File: config.mk
export PLATFORM = sky130hd
export DESIGN_NAME = lcd_bus_engine
export DESIGN_NICKNAME = d
export VERILOG_FILES = /design/src/rtl/lcdbus_pkg.sv /design/src/rtl/lcdbus_tick_gen.sv /design/src/rtl/lcdbus_strobe.sv /design/src/rtl/lcdbus_capture.sv /design/src/rtl/lcd_bus_engine.sv
export SDC_FILE = /design/constraint.sdc
export NUM_CORES = 1
export LEC_CHECK = 0
export ABC_AREA = 1
export BUFFER_PORTS_ARGS = -buffer_cell sky130_fd_sc_hd__buf_2
export CAP_MARGIN = 40
export CORE_MARGIN = 1
export CORE_UTILIZATION = 45
export DETAILED_ROUTE_END_ITERATION = 8
export MAX_ROUTING_LAYER = met4
export PLACE_DENSITY_LB_ADDON = 0.08
export SETUP_SLACK_MARGIN = 0.4
export SLEW_MARGIN = 10
export SYNTH_ARGS = -nofsm -noshare
export SYNTH_HDL_FRONTEND = slang
export SYNTH_SLANG_ARGS = --single-unit
export TNS_END_PERCENT = 1
File: constraint.sdc
create_clock -name clk -period 2.8 [get_ports clk]
set_input_delay 0.14 -clock clk [delete_from_list [all_inputs] [get_ports clk]]
set_output_delay 0.14 -clock clk [all_outputs]
set_load 0.005 [all_outputs]
File: src/rtl/lcdbus_pkg.sv
package lcdbus_pkg;
  localparam int ON_W  = 4;   // width of an assert-time field
  localparam int OFF_W = 6;   // width of deassert, cycle and access fields
  localparam int WORD_W = 32;

  typedef enum logic [1:0] {
    K_CMD   = 2'd0,
    K_DATA  = 2'd1,
    K_READ  = 2'd2,
    K_SPARE = 2'd3
  } kind_e;

  typedef struct packed {
    logic [ON_W-1:0]  cs_on;
    logic [OFF_W-1:0] cs_off;
    logic [ON_W-1:0]  we_on;
    logic [OFF_W-1:0] we_off;
    logic [ON_W-1:0]  re_on;
    logic [OFF_W-1:0] re_off;
    logic [OFF_W-1:0] we_cyc;
    logic [OFF_W-1:0] re_cyc;
    logic [OFF_W-1:0] actim;
  } tim_t;
endpackage

File: src/rtl/lcdbus_tick_gen.sv
module lcdbus_tick_gen (
  input  logic clk,
  input  logic rst,
  input  logic restart,
  input  logic run,
  input  logic div2,
  output logic tick_first,
  output logic tick_last
);
  logic phase_q;

  always_ff @(posedge clk) begin
    if (rst || restart || !run) phase_q <= 1'b0;
    else if (div2)              phase_q <= ~phase_q;
    else                        phase_q <= 1'b0;
  end

  assign tick_first = !div2 || !phase_q;
  assign tick_last  = !div2 ||  phase_q;
endmodule

File: src/rtl/lcdbus_strobe.sv
module lcdbus_strobe #(
  parameter int ON_BITS  = 4,
  parameter int OFF_BITS = 6
) (
  input  logic                clk,
  input  logic                rst,
  input  logic                load,
  input  logic                clear,
  input  logic                gate,
  input  logic [OFF_BITS-1:0] t_nxt,
  input  logic [ON_BITS-1:0]  on_t,
  input  logic [OFF_BITS-1:0] off_t,
  output logic                strobe_n
);
  logic in_window;

  assign in_window = (t_nxt >= OFF_BITS'(on_t)) && (t_nxt < off_t);

  always_ff @(posedge clk) begin
    if (rst || clear) strobe_n <= 1'b1;
    else if (load)    strobe_n <= !(gate && in_window);
  end
endmodule

File: src/rtl/lcdbus_capture.sv
module lcdbus_capture #(
  parameter int DW = 16,
  parameter int NW = 8
) (
  input  logic          clk,
  input  logic          rst,
  input  logic          fire,
  input  logic          wide,
  input  logic [DW-1:0] d_in,
  output logic [DW-1:0] rd_data
);
  localparam int PAD = DW - NW;

  always_ff @(posedge clk) begin
    if (rst)       rd_data <= '0;
    else if (fire) rd_data <= wide ? d_in : {{PAD{1'b0}}, d_in[NW-1:0]};
  end
endmodule

File: src/rtl/lcd_bus_engine.sv
module lcd_bus_engine #(
  parameter int DW = 16,
  parameter int NW = 8
) (
  input  logic          clk,
  input  logic          rst,
  input  logic          cfg_div2,
  input  logic [1:0]    cfg_width,
  input  logic [31:0]   cfg_tim0,
  input  logic [31:0]   cfg_tim1,
  input  logic          req_valid,
  input  logic [1:0]    req_kind,
  input  logic [DW-1:0] req_wdata,
  output logic          busy,
  output logic          done,
  output logic [DW-1:0] rd_data,
  output logic          lcd_cs_n,
  output logic          lcd_we_n,
  output logic          lcd_re_n,
  output logic          lcd_rs,
  output logic [DW-1:0] lcd_d_out,
  output logic          lcd_d_oe,
  input  logic [DW-1:0] lcd_d_in
);
  import lcdbus_pkg::*;

  localparam int CW    = OFF_W;
  localparam int NSTB  = 3;
  localparam int PAD   = DW - NW;

  tim_t  tim_in, tim_q, tim_nxt;
  kind_e kind_q, kind_nxt, req_k;
  logic  busy_q, done_q, w16_q, div2_q, rs_q, doe_q;
  logic [DW-1:0] dout_q;
  logic [CW-1:0] t_q, t_nxt, cyc_raw, cyc_eff, cap_tick;
  logic accept, end_cyc, advance, tick_first, tick_last, cap_fire;
  logic tim_unused;

  // Field extraction from the two timing words
  always_comb begin
    tim_in.cs_on  = cfg_tim0[3:0];
    tim_in.cs_off = cfg_tim0[9:4];
    tim_in.we_on  = cfg_tim0[13:10];
    tim_in.we_off = cfg_tim0[19:14];
    tim_in.re_on  = cfg_tim0[23:20];
    tim_in.re_off = cfg_tim0[29:24];
    tim_in.we_cyc = cfg_tim1[5:0];
    tim_in.re_cyc = cfg_tim1[11:6];
    tim_in.actim  = cfg_tim1[27:22];
  end
  assign tim_unused = ^{cfg_tim0[31:30], cfg_tim1[21:12], cfg_tim1[31:28]};

  assign req_k    = kind_e'(req_kind);
  assign accept   = req_valid && !busy_q;
  assign tim_nxt  = accept ? tim_in : tim_q;
  assign kind_nxt = accept ? req_k  : kind_q;

  assign cyc_raw  = (kind_q == K_READ) ? tim_q.re_cyc : tim_q.we_cyc;
  assign cyc_eff  = (cyc_raw == '0) ? CW'(1) : cyc_raw;
  assign cap_tick = (tim_q.actim >= cyc_eff) ? cyc_eff - CW'(1) : tim_q.actim;

  assign end_cyc  = busy_q && tick_last && (t_q == cyc_eff - CW'(1));
  assign advance  = busy_q && tick_last && !end_cyc;
  assign t_nxt    = accept ? '0 : t_q + CW'(1);
  assign cap_fire = busy_q && tick_first && (t_q == cap_tick) && (kind_q == K_READ);

  always_ff @(posedge clk) begin
    if (rst) begin
      busy_q <= 1'b0;
      done_q <= 1'b0;
      t_q    <= '0;
      tim_q  <= '0;
      kind_q <= K_CMD;
      w16_q  <= 1'b0;
      div2_q <= 1'b0;
      rs_q   <= 1'b1;
      doe_q  <= 1'b0;
      dout_q <= '0;
    end else begin
      done_q <= end_cyc;
      tim_q  <= tim_nxt;
      kind_q <= kind_nxt;
      if (accept) begin
        busy_q <= 1'b1;
        t_q    <= '0;
        w16_q  <= (cfg_width == 2'd3);
        div2_q <= cfg_div2;
        rs_q   <= (req_k != K_CMD);
        doe_q  <= (req_k != K_READ);
        dout_q <= (cfg_width == 2'd3) ? req_wdata
                                      : {{PAD{1'b0}}, req_wdata[NW-1:0]};
      end else if (end_cyc) begin
        busy_q <= 1'b0;
        doe_q  <= 1'b0;
      end else if (advance) begin
        t_q <= t_nxt;
      end
    end
  end

  lcdbus_tick_gen u_tick (
    .clk        (clk),
    .rst        (rst),
    .restart    (accept),
    .run        (busy_q),
    .div2       (div2_q),
    .tick_first (tick_first),
    .tick_last  (tick_last)
  );

  // Strobe 0 = chip select, 1 = write, 2 = read
  logic [ON_W-1:0]  s_on   [NSTB];
  logic [OFF_W-1:0] s_off  [NSTB];
  logic [NSTB-1:0]  s_gate;
  logic [NSTB-1:0]  s_n;

  assign s_on[0]  = tim_nxt.cs_on;
  assign s_off[0] = tim_nxt.cs_off;
  assign s_on[1]  = tim_nxt.we_on;
  assign s_off[1] = tim_nxt.we_off;
  assign s_on[2]  = tim_nxt.re_on;
  assign s_off[2] = tim_nxt.re_off;
  assign s_gate   = {kind_nxt == K_READ, kind_nxt != K_READ, 1'b1};

  for (genvar g = 0; g < NSTB; g++) begin : g_stb
    lcdbus_strobe #(.ON_BITS(ON_W), .OFF_BITS(OFF_W)) u_stb (
      .clk      (clk),
      .rst      (rst),
      .load     (accept || advance),
      .clear    (end_cyc),
      .gate     (s_gate[g]),
      .t_nxt    (t_nxt),
      .on_t     (s_on[g]),
      .off_t    (s_off[g]),
      .strobe_n (s_n[g])
    );
  end

  lcdbus_capture #(.DW(DW), .NW(NW)) u_cap (
    .clk     (clk),
    .rst     (rst),
    .fire    (cap_fire),
    .wide    (w16_q),
    .d_in    (lcd_d_in),
    .rd_data (rd_data)
  );

  assign busy      = busy_q;
  assign done      = done_q;
  assign lcd_cs_n  = s_n[0];
  assign lcd_we_n  = s_n[1];
  assign lcd_re_n  = s_n[2];
  assign lcd_rs    = rs_q;
  assign lcd_d_out = dout_q;
  assign lcd_d_oe  = doe_q;
endmodule

## Yosys cells after proc, flatten, opt, wreduce, memory -nomap -nowiden

Index checks and enable logic that the tools add are counted.

| cells by class | value |
|---|---|
| equal/unequal tests | 7 |
| mux-type cells | 11 |
| bitwise logic cells | 3 |
| $add $sub $neg | 2 |
| magnitude comparators | 7 |
| reductions and logical operators | 31 |

Operator list:

| cell | number |
|---|---|
| 48-bit two-way mux | 1 |
| 16-bit two-way mux | 2 |
| 6-bit two-way mux | 4 |
| 6-bit by 4-bit greater-or-equal comparator with 1-bit output | 3 |
| 6-bit less-than comparator | 3 |
| 6-bit equality test | 2 |
| 1-bit logical AND | 12 |
| 1-bit zero test | 7 |
| 6-bit by 1-bit adder with 6-bit output, second input constant | 1 |
| 2-bit equality test, second input constant | 3 |
| 6-bit greater-or-equal comparator | 1 |
| 6-bit zero test | 1 |
| 1-bit logical OR | 6 |
| 6-bit by 1-bit subtractor with 6-bit output, second input constant | 1 |
| 2-bit inequality test, second input constant | 2 |
| 2-bit nonzero test | 2 |
| 2-bit OR reduction | 2 |
| 1-bit two-way mux | 3 |
| 1-bit inverter | 3 |
| 2-bit two-way mux | 1 |
| 2-bit AND reduction | 1 |

| storage, ports and cells | value |
|---|---|
| register bits | 98 |
| input port bits | 104 |
| word-level logic and storage cells | 84 |

## Logic depth before layout (Yosys ltp)

Gate-level depths: netlist of run 1.

| logic depth | value |
|---|---|
| word-level depth | 10 |
| depth in mapped cells | 26 |
| gate-level depth less buffers | 24 |

## Hierarchy

A second synthesis of run 1 with hierarchy kept.

| unflattened totals | value |
|---|---|
| cell total of the unflattened synthesis | 759 |
| area total of the unflattened synthesis | 5,311.3 um^2 |

By module, submodules not included:

| module | area an instance (um^2) | sequential area each (um^2) | times used | cells each |
|---|---|---|---|---|
| lcd_bus_engine | 3,769.9 | 1,561.5 | 1 | 529 |
| lcdbus_strobe | 307.8 | 20.0 | 3 | 51 |
| lcdbus_capture | 570.5 | 320.3 | 1 | 70 |
| lcdbus_tick_gen | 47.5 | 20.0 | 1 | 7 |

## Worst setup path before layout of run 1

Ideal clock, no wire load.

| timing | value |
|---|---|
| path kind | register to register |
| start | register kind_q[1] |
| end | register u_cap.rd_data[13] |
| data arrival time | 2,516 ps |
| clock period less this slack | 2,626 ps |
| cell stages (with the launch flop) | 23 |
| setup time | 110 ps |
| slack | 174 ps |
| cells stage by stage | dfxtp_1 -> nand2_2 -> buf_6 -> o21ai_4 -> inv_1 -> o21bai_4 -> ha_1 -> inv_1 -> nand2_1 -> nand2_1 -> nand2_1 -> nand2_1 -> nand2_2 -> clkinv_1 -> nand2_1 -> nand2_1 -> nand2_1 -> nand3_1 -> nor2_4 -> buf_2 -> nand4_1 -> nand2_1 -> nor2_1 |

| between the ends | value |
|---|---|
| cells in the longest elaborated chain, start to end | 9 |

RTL lines:

| what | line | RTL |
|---|---|---|
| from (decl) | lcd_bus_engine.sv:32 | `kind_e kind_q, kind_nxt, req_k;` |
| from (signal assigned) | lcd_bus_engine.sv:82 | `kind_q <= kind_nxt;` |
| 2-bit equality test (*) | lcd_bus_engine.sv:58, lcd_bus_engine.sv:65 |  |
| 6-bit two-way mux | lcd_bus_engine.sv:58 | `assign cyc_raw = (kind_q == K_READ) ? tim_q.re_cyc : tim_q.we_cyc;` |
| 6-bit zero test | lcd_bus_engine.sv:59 | `assign cyc_eff = (cyc_raw == '0) ? CW'(1) : cyc_raw;` |
| 6-bit two-way mux | lcd_bus_engine.sv:59 |  |
| 6-bit by 1-bit subtractor with 6-bit output / 6-bit greater-or-equal comparator (equally long branches) | lcd_bus_engine.sv:60 | `assign cap_tick = (tim_q.actim >= cyc_eff) ? cyc_eff - CW'(1) : tim_q.actim;` |
| 6-bit two-way mux | lcd_bus_engine.sv:60 |  |
| 6-bit equality test | lcd_bus_engine.sv:65 | `assign cap_fire = busy_q && tick_first && (t_q == cap_tick) && (kind_q == K_READ);` |
| 1-bit logical AND | lcd_bus_engine.sv:65 |  |
| 1-bit logical AND (*) | lcd_bus_engine.sv:65 |  |
| to (signal assigned) | lcdbus_capture.sv:16 | `else if (fire) rd_data <= wide ? d_in : {{PAD{1'b0}}, d_in[NW-1:0]};` |
| to (decl) | lcdbus_capture.sv:10 | `output logic [DW-1:0] rd_data` |

Mark *: on every way between the ends. The rest lies on a longest branch, timed or not.
A chain may end at the register's enable or synchronous reset.

## Worst setup path in the final report of run 1

| timing | value |
|---|---|
| start | register kind_q[0] |
| end | register u_cap.rd_data[12] |

The elaborated chain is that of the path after synthesis.

==> flow_summary.yaml, run 1 <==
floorplanning:
  io_pins: 143
  start_util_pct: 46.1
  fp.dieArea_um2: 12100
  core_um2: 11400
  rows: 39
  dieWidth_um: 110
  fp.dieH_um: 110
sta:
  slew_violations: 0
  finalWorstSetupSlack_ns: 0.0402
  worst_slew_pin_slew_ns: 0.613
  rsz0062_at_grt: "yes"
  layout_min_cycle_time_ns: 2.76
  fin_crit_sh_pct: 98.6
  max_freq_mhz: 362
  setup-violations-final: 0
  finClkSkew_ns: 0.00708
  maxSlewHeadroom_pct: 58.9
  finalHoldViolCount: 0
synth:
  ys_seq_area_share_pct: 37.3
  ys.flop_type: "dfxtp_1"
  yosysTopAreaCellShare_pct: 37.3
  synth_area_per_cell_um2: 7.26
  ys_ff_latch: 98
  synth.distinct_cells: 34
  synthTopCellsByArea: "dfxtp_1 37%, nand2_1 9.6%, ha_1 8.3%"
  yosysMostFrequentCell: "nand2_1"
  synthTopCellsByCount: "134 x nand2_1, 104 x nor2_1, 98 x dfxtp_1, 95 x inv_1, 48 x o21ai_0"
  syn-num-nets: 864
  ys.warnings.count: 0
  ys_async_sr_fraction_pct: 0
  synth_top_cell_by_area: "dfxtp_1"
  postSynthCellCount: 725
  syn_area_um2: 5270
  synth_edf_count: 0
placed_design:
  numPortBuffers: 126
  detailed_place_hpwl_um: 9230
  dpl_worst_slack_ns: -0.00156
  placed_area_um2: 6130
  place_congestion: 0.853
global_route:
  globalRoute.totalOverflow: 0
  grt_pass1_vias: 4501
  antenna_found_initial: 0
  grt.total_usage_pct: 22.1
  grt_pass1_wl_um: 20300
  grt_max_degree: 81
critical_path:
  crit_chain: "inv_4 -> buf_6 -> nand3_2 -> nand2_2 -> nand3_2 -> o21bai_4 -> ha_4 -> inv_2 -> nand2_2 -> nand2_1 -> nand2_1 -> nand2_2 -> nand2_4 -> buf_6 -> nand3_4 -> nand2_2 -> nand2_2 -> nand3_4 -> nor2_4 -> nand3_4 -> clkbuf_16 -> nand2_1 -> nand2_1 -> nor2_1"
  cp.arrival_ns: 3.05
  start_kind: "register"
  crit_buf_inv: 5
  worst_setup_path_end_kind: "register"
  critPathTopFamily: "simple AND/OR/NAND/NOR gates"
  crit_path_start: "kind_q[0]"
  crit_fanout: 5
  rr_startpoint: "kind_q[0]"
  cp_slowest_cell: "dfxtp_2"
  path_class: "register to register"
  required_ns: 3.09
  cp_slowest_stage_delay_ns: 0.33
  path_common_cell: "nand2_2"
min_path:
  hp-start: "req_wdata[5]"
  hp-class: "input pin to register"
layout:
  area_delta_synth_final_pct: 28.3
  final_area_um2: 6750
  utilization_pct: 59.1
  regArea_um2: 1970
  fin_nets: 1007
  antenna_cells: 0
  drive_gt1_share_pct: 29.2
  multi_input_area_um2: 2940
  fill_cells: 1127
route:
  viasPerCell: 4.89
  num_vias: 4968
  wirelength_um: 12800
  drc: 0
  dr.pass1.iters: 4
  drtIter0Drc: 180
  routedWlPerCell_um: 12.7
  final_antenna_net_count: 0
clocking:
  cts_root_buf: "clkbuf_16"
  cts-buffers-inserted: 9
  clock_latency_ns: 0.35
  cts.path.max_buffers: 2
  tritoncts: "yes"
  htreeDepth: 3
  clock-sinks: 98
  path_clk_slew_ns: 0.07
outcome:
  status: "complete, no violations"
job:
  cap_violations: 0
power:
  p_per_area_nw_per_um2: 561
  p_leak_nw: 3.46
  vdd_ir_drop_max_mv: 0.445
-- final cells by class --
class	count	area share [%]
clock buffers	11	3.74
clock inverters	4	0.408
inverters	101	5.67
multi-input cells	496	43.6
flip-flops and latches	98	29.1
well taps	143	2.65
repair buffers	162	14.8
-- layout by cell type, fill, tap and decap left out, drive strengths merged --
cell type / n
nor4: 1
xor2: 1
clkinv: 4
nand3: 45
dfxtp: 98
nor2: 109
clkbuf: 14
o21ai: 49
ha: 35
nor3: 3
o21bai: 5
buf: 159
a21oi: 37
inv: 98
clkinvlp: 3
nand3b: 4
o2111ai: 1
o211ai: 1
a211oi: 1
o31ai: 1
a21boi: 3
nand2: 155
nand4: 18
mux2i: 27
-- worst register-to-register path, stage by stage, from the launching register on --
cell	delay, ns
dfxtp_2	0.33
inv_4	0.08
buf_6	0.13
nand3_2	0.06
nand2_2	0.09
nand3_2	0.11
o21bai_4	0.19
ha_4	0.22
inv_2	0.04
nand2_2	0.03
nand2_1	0.05
nand2_1	0.06
nand2_2	0.10
nand2_4	0.10
buf_6	0.15
nand3_4	0.08
nand2_2	0.05
nand2_2	0.07
nand3_4	0.08
nor2_4	0.15
nand3_4	0.14
clkbuf_16	0.19
nand2_1	0.05
nand2_1	0.04
nor2_1	0.10
-- kinds of logic after synthesis --
logic type               synth area share (%)
multiplexers                             5.13
AO/OA/AOI/OAI                            10.5
buffers and inverters                    10.3
flip-flops                               37.3
XOR/XNOR                                0.166
AND/OR/NAND/NOR                          28.3
adder cells (fa/ha/maj)                  8.32
-- where the power goes --
group          leakage (nW)  internal (mW)  switching [mW]
clock network         0.130          0.645           0.542
registers             0.805           1.48          0.0504
logic                  2.53          0.453           0.616
-- repair_timing --
action	in CTS	in global routing
cloned	1	4
setup endpoints to repair	28	28
resized for setup	10	43
buffers inserted	1	6
pin swaps	1	35
hold buffers	0	0
-- sequential cells by signal, indices dropped and copies added, names as in the netlist, 2 cells and up --
signal and count:
tim_q 48, lcd_d_out 16, u_cap.rd_data 16, t_q 6, g_stb.u_stb.strobe_n 3, kind_q 2
-- worst paths after layout --
check | end | slack, ns | cells past startpoint
max reg2reg | u_cap.rd_data[12] | 0.04 | 24
min reg2reg | u_tick.phase_q | 0.45 | 1
max | u_cap.rd_data[12] | 0.04 | 24
min | lcd_d_out[5] | 0.04 | 3
-- metrics by stage --
step | setup TNS (ns) | hold slack [ns] | cells | total power [mW]
after floorplan | 0 | 0.269 | 725 | 2.22
after global placement | 0 | 0.388 | 988 | 2.49
after detailed placement | -0.00156 | 0.395 | 988 | 2.51
after CTS | 0 | 0.0342 | 1005 | 3.71
after global routing | -2.00 | 0.0474 | 1015 | 4.02
final | 0 | 0.0371 | 1015 | 3.79
-- routing by layer --
metal | GRT usage, % | share of wire (%)
met4 | 6.95 | 1.1
met3 | 4.17 | 3.8
met1 | 26.7 | 46
met2 | 37.1 | 49
met5 | - | 0
Power figures use the tool's default switching activity.
==> run 2, diff against run 1 <==
--- a/config.mk
+++ b/config.mk
@@ -5,7 +5,6 @@
 export SDC_FILE = /design/constraint.sdc
 export NUM_CORES = 1
 export LEC_CHECK = 0
-export ABC_AREA = 1
 export BUFFER_PORTS_ARGS = -buffer_cell sky130_fd_sc_hd__buf_2
 export CAP_MARGIN = 40
 export CORE_MARGIN = 1
==> run 2 against run 1 <==
Compared with the run above: the flow now finishes with violations (setup timing); fmax shrank 3.6%; sequential power is essentially flat; setup slack lost 0.10 ns; global-route usage grew 2.6 points; non-clock buffer count grew 65; sequential cell count is the same; synthesized cell count shrank 23%; register-to-register slack lost 0.10 ns; clock power shrank 18%; sequential share of layout area shrank 0.83 points; area after synthesis shrank 7.3%.
==> flow_summary.yaml, run 2 <==
layout:
  final_common_cell: "buf_2"
  utilization_pct: 66.7
  drive_gt1_share_pct: 33.9
  largest_reg_flops: 48
  mostFrequentLayoutCells: "127 x buf_2, 96 x dfxtp_1, 83 x nand2_1, 61 x a21oi_1, 52 x nor2_1"
  regMostFlops: "tim_q"
  area_delta_synth_final_pct: 42.5
  antenna_cells: 0
  fin_nets: 898
  final_area_um2: 6950
  fill_cells: 876
outcome:
  status: "complete, but fails checks"
  violations: "setup timing"
job:
  cap_violations: 0
min_path:
  hp-class: "input pin to register"
clocking:
  clock-sinks: 98
  cts_root_buf: "clkbuf_8"
  tritoncts: "yes"
  htreeDepth: 3
  cts.path.max_buffers: 2
  path_clk_slew_ns: 0.11
  clock_latency_ns: 0.39
  cts-buffers-inserted: 9
sta:
  finClkSkew_ns: 0.0209
  setup_tns_ns: -0.697
  fin_crit_sh_pct: 102
  worst_slew_pin_slew_ns: 0.675
  slew_violations: 0
  rsz0062_at_grt: "yes"
  finalWorstSetupSlack_ns: -0.0616
  maxSlewHeadroom_pct: 54.9
  max_freq_mhz: 349
  layout_min_cycle_time_ns: 2.86
  finalHoldViolCount: 0
  setup-violations-final: 20
critical_path:
  crit_fanout: 8
  path_class: "register to register"
  crit_chain: "buf_4 -> nand2b_4 -> buf_4 -> mux2i_2 -> buf_4 -> ha_1 -> a21oi_2 -> o21a_2 -> nor4_2 -> o32ai_2 -> or2_4 -> buf_12 -> o21ai_2 -> a21oi_2"
  path_common_cell: "buf_4"
  worst_setup_path_end_kind: "register"
  cp_slowest_cell: "dfxtp_2"
  required_ns: 3.07
  cp.arrival_ns: 3.13
  start_kind: "register"
  cp_slowest_stage_delay_ns: 0.33
floorplanning:
  dieWidth_um: 106
  core_um2: 10400
  rows: 37
  fp.dieH_um: 106
  io_pins: 143
  start_util_pct: 46.8
  fp.dieArea_um2: 11300
power:
  seq_power_share_pct: 41.9
  p_sw_share_pct: 31.6
  p_sw_mw: 1.14
  fin_total_pwr_mw: 3.60
  combPwrFrac_pct: 31.1
  intPower_mw: 2.46
  clockPowerShare_pct: 26.9
  vdd_ir_drop_max_mv: 0.303
  p_leak_nw: 3.14
  p_per_area_nw_per_um2: 518
placed_design:
  detailed_place_hpwl_um: 9040
  numPortBuffers: 126
  place_congestion: 0.879
  placed_area_um2: 5920
  dpl_worst_slack_ns: -0.186
global_route:
  antenna_found_initial: 0
  grt_max_degree: 46
  grt.total_usage_pct: 24.7
  grt_pass1_vias: 4648
  globalRoute.totalOverflow: 0
  grt_pass1_wl_um: 21400
synth:
  yosysTopAreaCellShare_pct: 40.2
  ys.warnings.count: 0
  synth_area_per_cell_um2: 8.79
  ys.flop_type: "dfxtp_1"
  synthTopCellsByArea: "dfxtp_1 40%, ha_1 9.0%, a21oi_1 6.8%"
  yosysMostFrequentCell: "dfxtp_1"
  ys_async_sr_fraction_pct: 0
  synth_edf_count: 0
  ys_ff_latch: 98
  synth_top_cell_by_area: "dfxtp_1"
  synth.distinct_cells: 61
  synthTopCellsByCount: "98 x dfxtp_1, 83 x nand2_1, 66 x a21oi_1, 52 x nor2_1, 35 x ha_1"
  syn-num-nets: 694
  syn_area_um2: 4880
  ys_seq_area_share_pct: 40.2
  postSynthCellCount: 555
route:
  viasPerCell: 5.22
  final_antenna_net_count: 0
  drc: 0
  routedWlPerCell_um: 14.7
  num_vias: 4695
  drtIter0Drc: 149
  wirelength_um: 13200
  dr.pass1.iters: 4
-- run 2: changes by cell type in the layout (fill, tap and decap cells not counted), sizes merged, moves of 8 or more --
cell / change
dlygate4sd3: +44
nand2: -72
nand3: -29
a21o: +8
inv: -90
buf: +24
nand2b: +12
nand4: -9
a21oi: +29
a22o: +8
xor2: +10
o21ai: -30
nor2: -57
-- run 2: worst max-delay path: cells and delay by family, from the launching register on --
family	cells	cell delay, ns
multiplexers	1	0.18
AO/OA/AOI/OAI	5	0.64
flip-flops	1	0.33
buffers and inverters	4	0.58
adder cells (fa/ha/maj)	1	0.27
AND/OR/NAND/NOR	3	0.72
-- run 2: worst paths after layout --
| kind | start | endpoint | slack (ns) | depth (start not counted) |
|---|---|---|---|---|
| worst max-delay path | kind_q[0] | u_cap.rd_data[6] | -0.06 | 14 |
| worst min-delay path | lcd_d_in[13] | u_cap.rd_data[13] | 0.01 | 3 |
| worst max register to register | kind_q[0] | u_cap.rd_data[6] | -0.06 | 14 |
| worst min register to register | lcd_d_out[7] | lcd_d_out[7] | 0.46 | 2 |
-- run 2: repair_timing --
action	4_1_cts	5_1_grt
setup buffers	7	2
endpoints found under the setup margin	28	28
pin swaps	9	17
cloned	3	0
hold endpoints to repair	44	0
hold buffers	44	0
gates resized for setup	30	34
-- run 2: area by class of cell --
cell class	instances	area (µm²)	share of cell area [%]
repair buffers	227	1570	22.6
clock buffers	9	124	1.78
multi-input cells	419	3020	43.4
flip-flops and latches	98	1970	28.3
clock inverters	7	83.8	1.21
well taps	136	170	2.45
inverters	4	15.0	0.216
-- run 2: layer usage --
layer  wire length, µm  share of wire [%]  track usage, %
met2              6670                 51            41.7
met3               531                4.0            3.56
met5                 0                  0               -
met1              5740                 43            29.3
met4               260                2.0            10.3
-- run 2: power groups by stage --
stage	registers, mW	logic (mW)	clock network, mW
4_1_cts	1.51	1.02	1.00
3_3_place_gp	1.54	0.840	0
5_1_grt	1.52	1.22	1.06
6_report	1.51	1.12	0.970
3_5_place_dp	1.54	0.862	0
2_1_floorplan	1.53	0.544	0
-- run 2: cell families after synthesis --
group                    count (synthesis)  share of synthesized area, %
AND/OR/NAND/NOR                        199                          18.5
AO/OA/AOI/OAI                          130                          17.2
flip-flops                              98                          40.2
buffers and inverters                   39                          3.51
multiplexers                            36                          7.93
adder cells (fa/ha/maj)                 35                          8.98
XOR/XNOR                                18                          3.67
-- run 2: metrics by stage --
stage	instances	hold slack [ns]
after floorplan	555	0.273
after global placement	827	0.359
after detailed placement	827	0.361
after CTS	897	0.0000818
after global routing	900	0.0139
final	900	0.0142
==> run 3, diff against run 2 <==
--- a/config.mk
+++ b/config.mk
@@ -13,6 +13,7 @@
 export MAX_ROUTING_LAYER = met4
 export PLACE_DENSITY_LB_ADDON = 0.08
 export SETUP_SLACK_MARGIN = 0.4
+export SKIP_LAST_GASP = 1
 export SLEW_MARGIN = 10
 export SYNTH_ARGS = -nofsm -noshare
 export SYNTH_HDL_FRONTEND = slang
==> run 3 against run 2 <==
Compared with the run above: the run still ends with setup timing left; critical path depth unchanged; sequential power barely moved; non-clock buffer count did not move; die area unchanged; power shrank 0.51%; wire length hardly changed; count of clock-buffer cells in the layout is the same; cell count is the same; largest power group unchanged; critical path type unchanged; via count fell by 0.62%; sequential cell count unchanged; critical endpoint unchanged.
==> flow_summary.yaml, run 3 (synthesized netlist as in run 2, its figures left out) <==
power:
  p_sw_share_pct: 31.5
  combPwrFrac_pct: 30.8
  seq_power_share_pct: 42.1
  p_sw_mw: 1.13
  p_leak_nw: 3.13
  clockPowerShare_pct: 27.1
  p_per_area_nw_per_um2: 517
  vdd_ir_drop_max_mv: 0.304
  intPower_mw: 2.45
route:
  drtIter0Drc: 175
  num_vias: 4666
  wl_met1_um: 5850
  wl_met3_um: 436
  viasPerCell: 5.18
  drc: 0
  route.met2.wl_um: 6650
  final_antenna_net_count: 0
  routedWlPerCell_um: 14.7
  dr.pass1.iters: 6
  dr.max_layer_used: "met4"
  wirelength_um: 13200
layout:
  largest_reg_flops: 48
  utilization_pct: 66.4
  drive_gt1_share_pct: 33.1
  mostFrequentLayoutCells: "127 x buf_2, 96 x dfxtp_1, 83 x nand2_1, 63 x a21oi_1, 52 x nor2_1"
  final_cells: 900
  fin_nets: 898
  antenna_cells: 0
  regMostFlops: "tim_q"
  area_delta_synth_final_pct: 41.8
  final_common_cell: "buf_2"
sta:
  layout_min_cycle_time_ns: 2.87
  worst_slew_pin_slew_ns: 0.678
  max_freq_mhz: 348
  fin_crit_sh_pct: 103
  hold_slack_ns: 0.0162
  setup_tns_ns: -0.893
  slew_violations: 0
  maxSlewHeadroom_pct: 54.7
  finalHoldViolCount: 0
  rsz0062_at_grt: "yes"
  setup-violations-final: 20
  finClkSkew_ns: 0.0204
  finalWorstSetupSlack_ns: -0.0729
global_route:
  grt.total_usage_pct: 24.7
  grt_pass1_vias: 4648
  globalRoute.totalOverflow: 0
  antenna_found_initial: 0
  grt_pass1_wl_um: 21400
  grt_max_degree: 46
placed_design:
  detailed_place_hpwl_um: 9040
  dpl_worst_slack_ns: -0.186
  place_congestion: 0.879
  numPortBuffers: 126
  dp_cells: 827
critical_path:
  cp.arrival_ns: 3.14
  rr_startpoint: "kind_q[0]"
  crit_chain: "buf_4 -> nand2b_4 -> buf_4 -> mux2i_2 -> buf_4 -> ha_1 -> a21oi_2 -> o21a_2 -> nor4_2 -> o32ai_2 -> or2_4 -> buf_12 -> o21ai_2 -> a21oi_2"
  cp_slowest_cell: "dfxtp_2"
  required_ns: 3.07
  r2r_cells: 14
  crit_path_start: "kind_q[0]"
  r2r-end: "u_cap.rd_data[6]"
  cp_slowest_stage_delay_ns: 0.33
  crit_buf_inv: 4
  path_common_cell: "buf_4"
  r2r_slack_ns: -0.07
  cp-endpoint: "u_cap.rd_data[6]"
  crit_fanout: 8
  path_class: "register to register"
  worst_setup_path_end_kind: "register"
  start_kind: "register"
  critPathTopFamily: "simple AND/OR/NAND/NOR gates"
  cp.depth: 14
clocking:
  tritoncts: "yes"
  htreeDepth: 3
  clock_latency_ns: 0.39
  cts.path.max_buffers: 2
  clock-sinks: 98
  cts-buffers-inserted: 9
  cts_root_buf: "clkbuf_8"
  path_clk_slew_ns: 0.11
outcome:
  violations: "setup timing"
  status: "complete, but fails checks"
floorplanning:
  fp.dieArea_um2: 11300
  io_pins: 143
  start_util_pct: 46.8
  rows: 37
  fp.dieH_um: 106
  dieWidth_um: 106
  core_um2: 10400
min_path:
  hp-class: "input pin to register"
job:
  cap_violations: 0
[run 3: cell counts in the layout (fill, tap and decap cells not counted)]
Identical to the previous run, type by type.
[run 3: per-layer routing]
layer,global-route usage (%),up-vias
li1,-,2357
met1,29.3,2181
met2,41.7,106
met3,3.56,22
met4,10.3,0
met5,-,-
[run 3: repair_timing]
item / CTS / global route
pin swaps: 8 / 16
hold buffers: 44 / 0
gates resized for setup: 30 / 27
cloned: 3 / 0
endpoints found under the hold margin: 44 / 0
buffers inserted: 7 / 2
endpoints found under the setup margin: 28 / 28
[run 3: area by class of cell]
type	instances	area, µm²
sequential	98	1970
tap	136	170
multi-input combinational	419	2990
timing repair buffer	227	1570
fill	879	3500
clock inverter	7	83.8
clock buffer	9	124
inverter	4	15.0
[run 3: power groups by stage]
stage / logic, mW / clock network, mW / registers (mW)
finish: 1.10 / 0.969 / 1.51
global route: 1.20 / 1.06 / 1.52
CTS: 1.02 / 1.00 / 1.51
detailed placement: 0.862 / 0 / 1.54
global placement: 0.840 / 0 / 1.54
floorplan: 0.544 / 0 / 1.53
[run 3: worst min-delay path by stage]
| stage | cells past startpoint | start | endpoint | slack (ns) |
|---|---|---|---|---|
| after floorplan | 1 | req_wdata[10] | lcd_d_out[10] | 0.27 |
| after global routing | 3 | cfg_tim0[10] | tim_q[34] | 0.01 |
| after detailed placement | 2 | req_wdata[12] | lcd_d_out[12] | 0.36 |
| after global placement | 2 | req_wdata[10] | lcd_d_out[10] | 0.36 |
| final | 3 | lcd_d_in[13] | u_cap.rd_data[13] | 0.02 |
| after CTS | 3 | lcd_d_in[6] | u_cap.rd_data[6] | 0.00008 |
[run 3: per-stage QoR]
step	instance area [µm²]	power, mW
floorplan	4900	2.07
global placement	5920	2.38
detailed placement	5920	2.40
CTS	6760	3.52
global route	6920	3.77
finish	6920	3.58
[run 3: tightest hold or removal path, delay by kind of cell]
kind	cells	cell delay (ns)
compound gates	1	0.06
simple gates	1	0.07
buf+inv	1	0.10
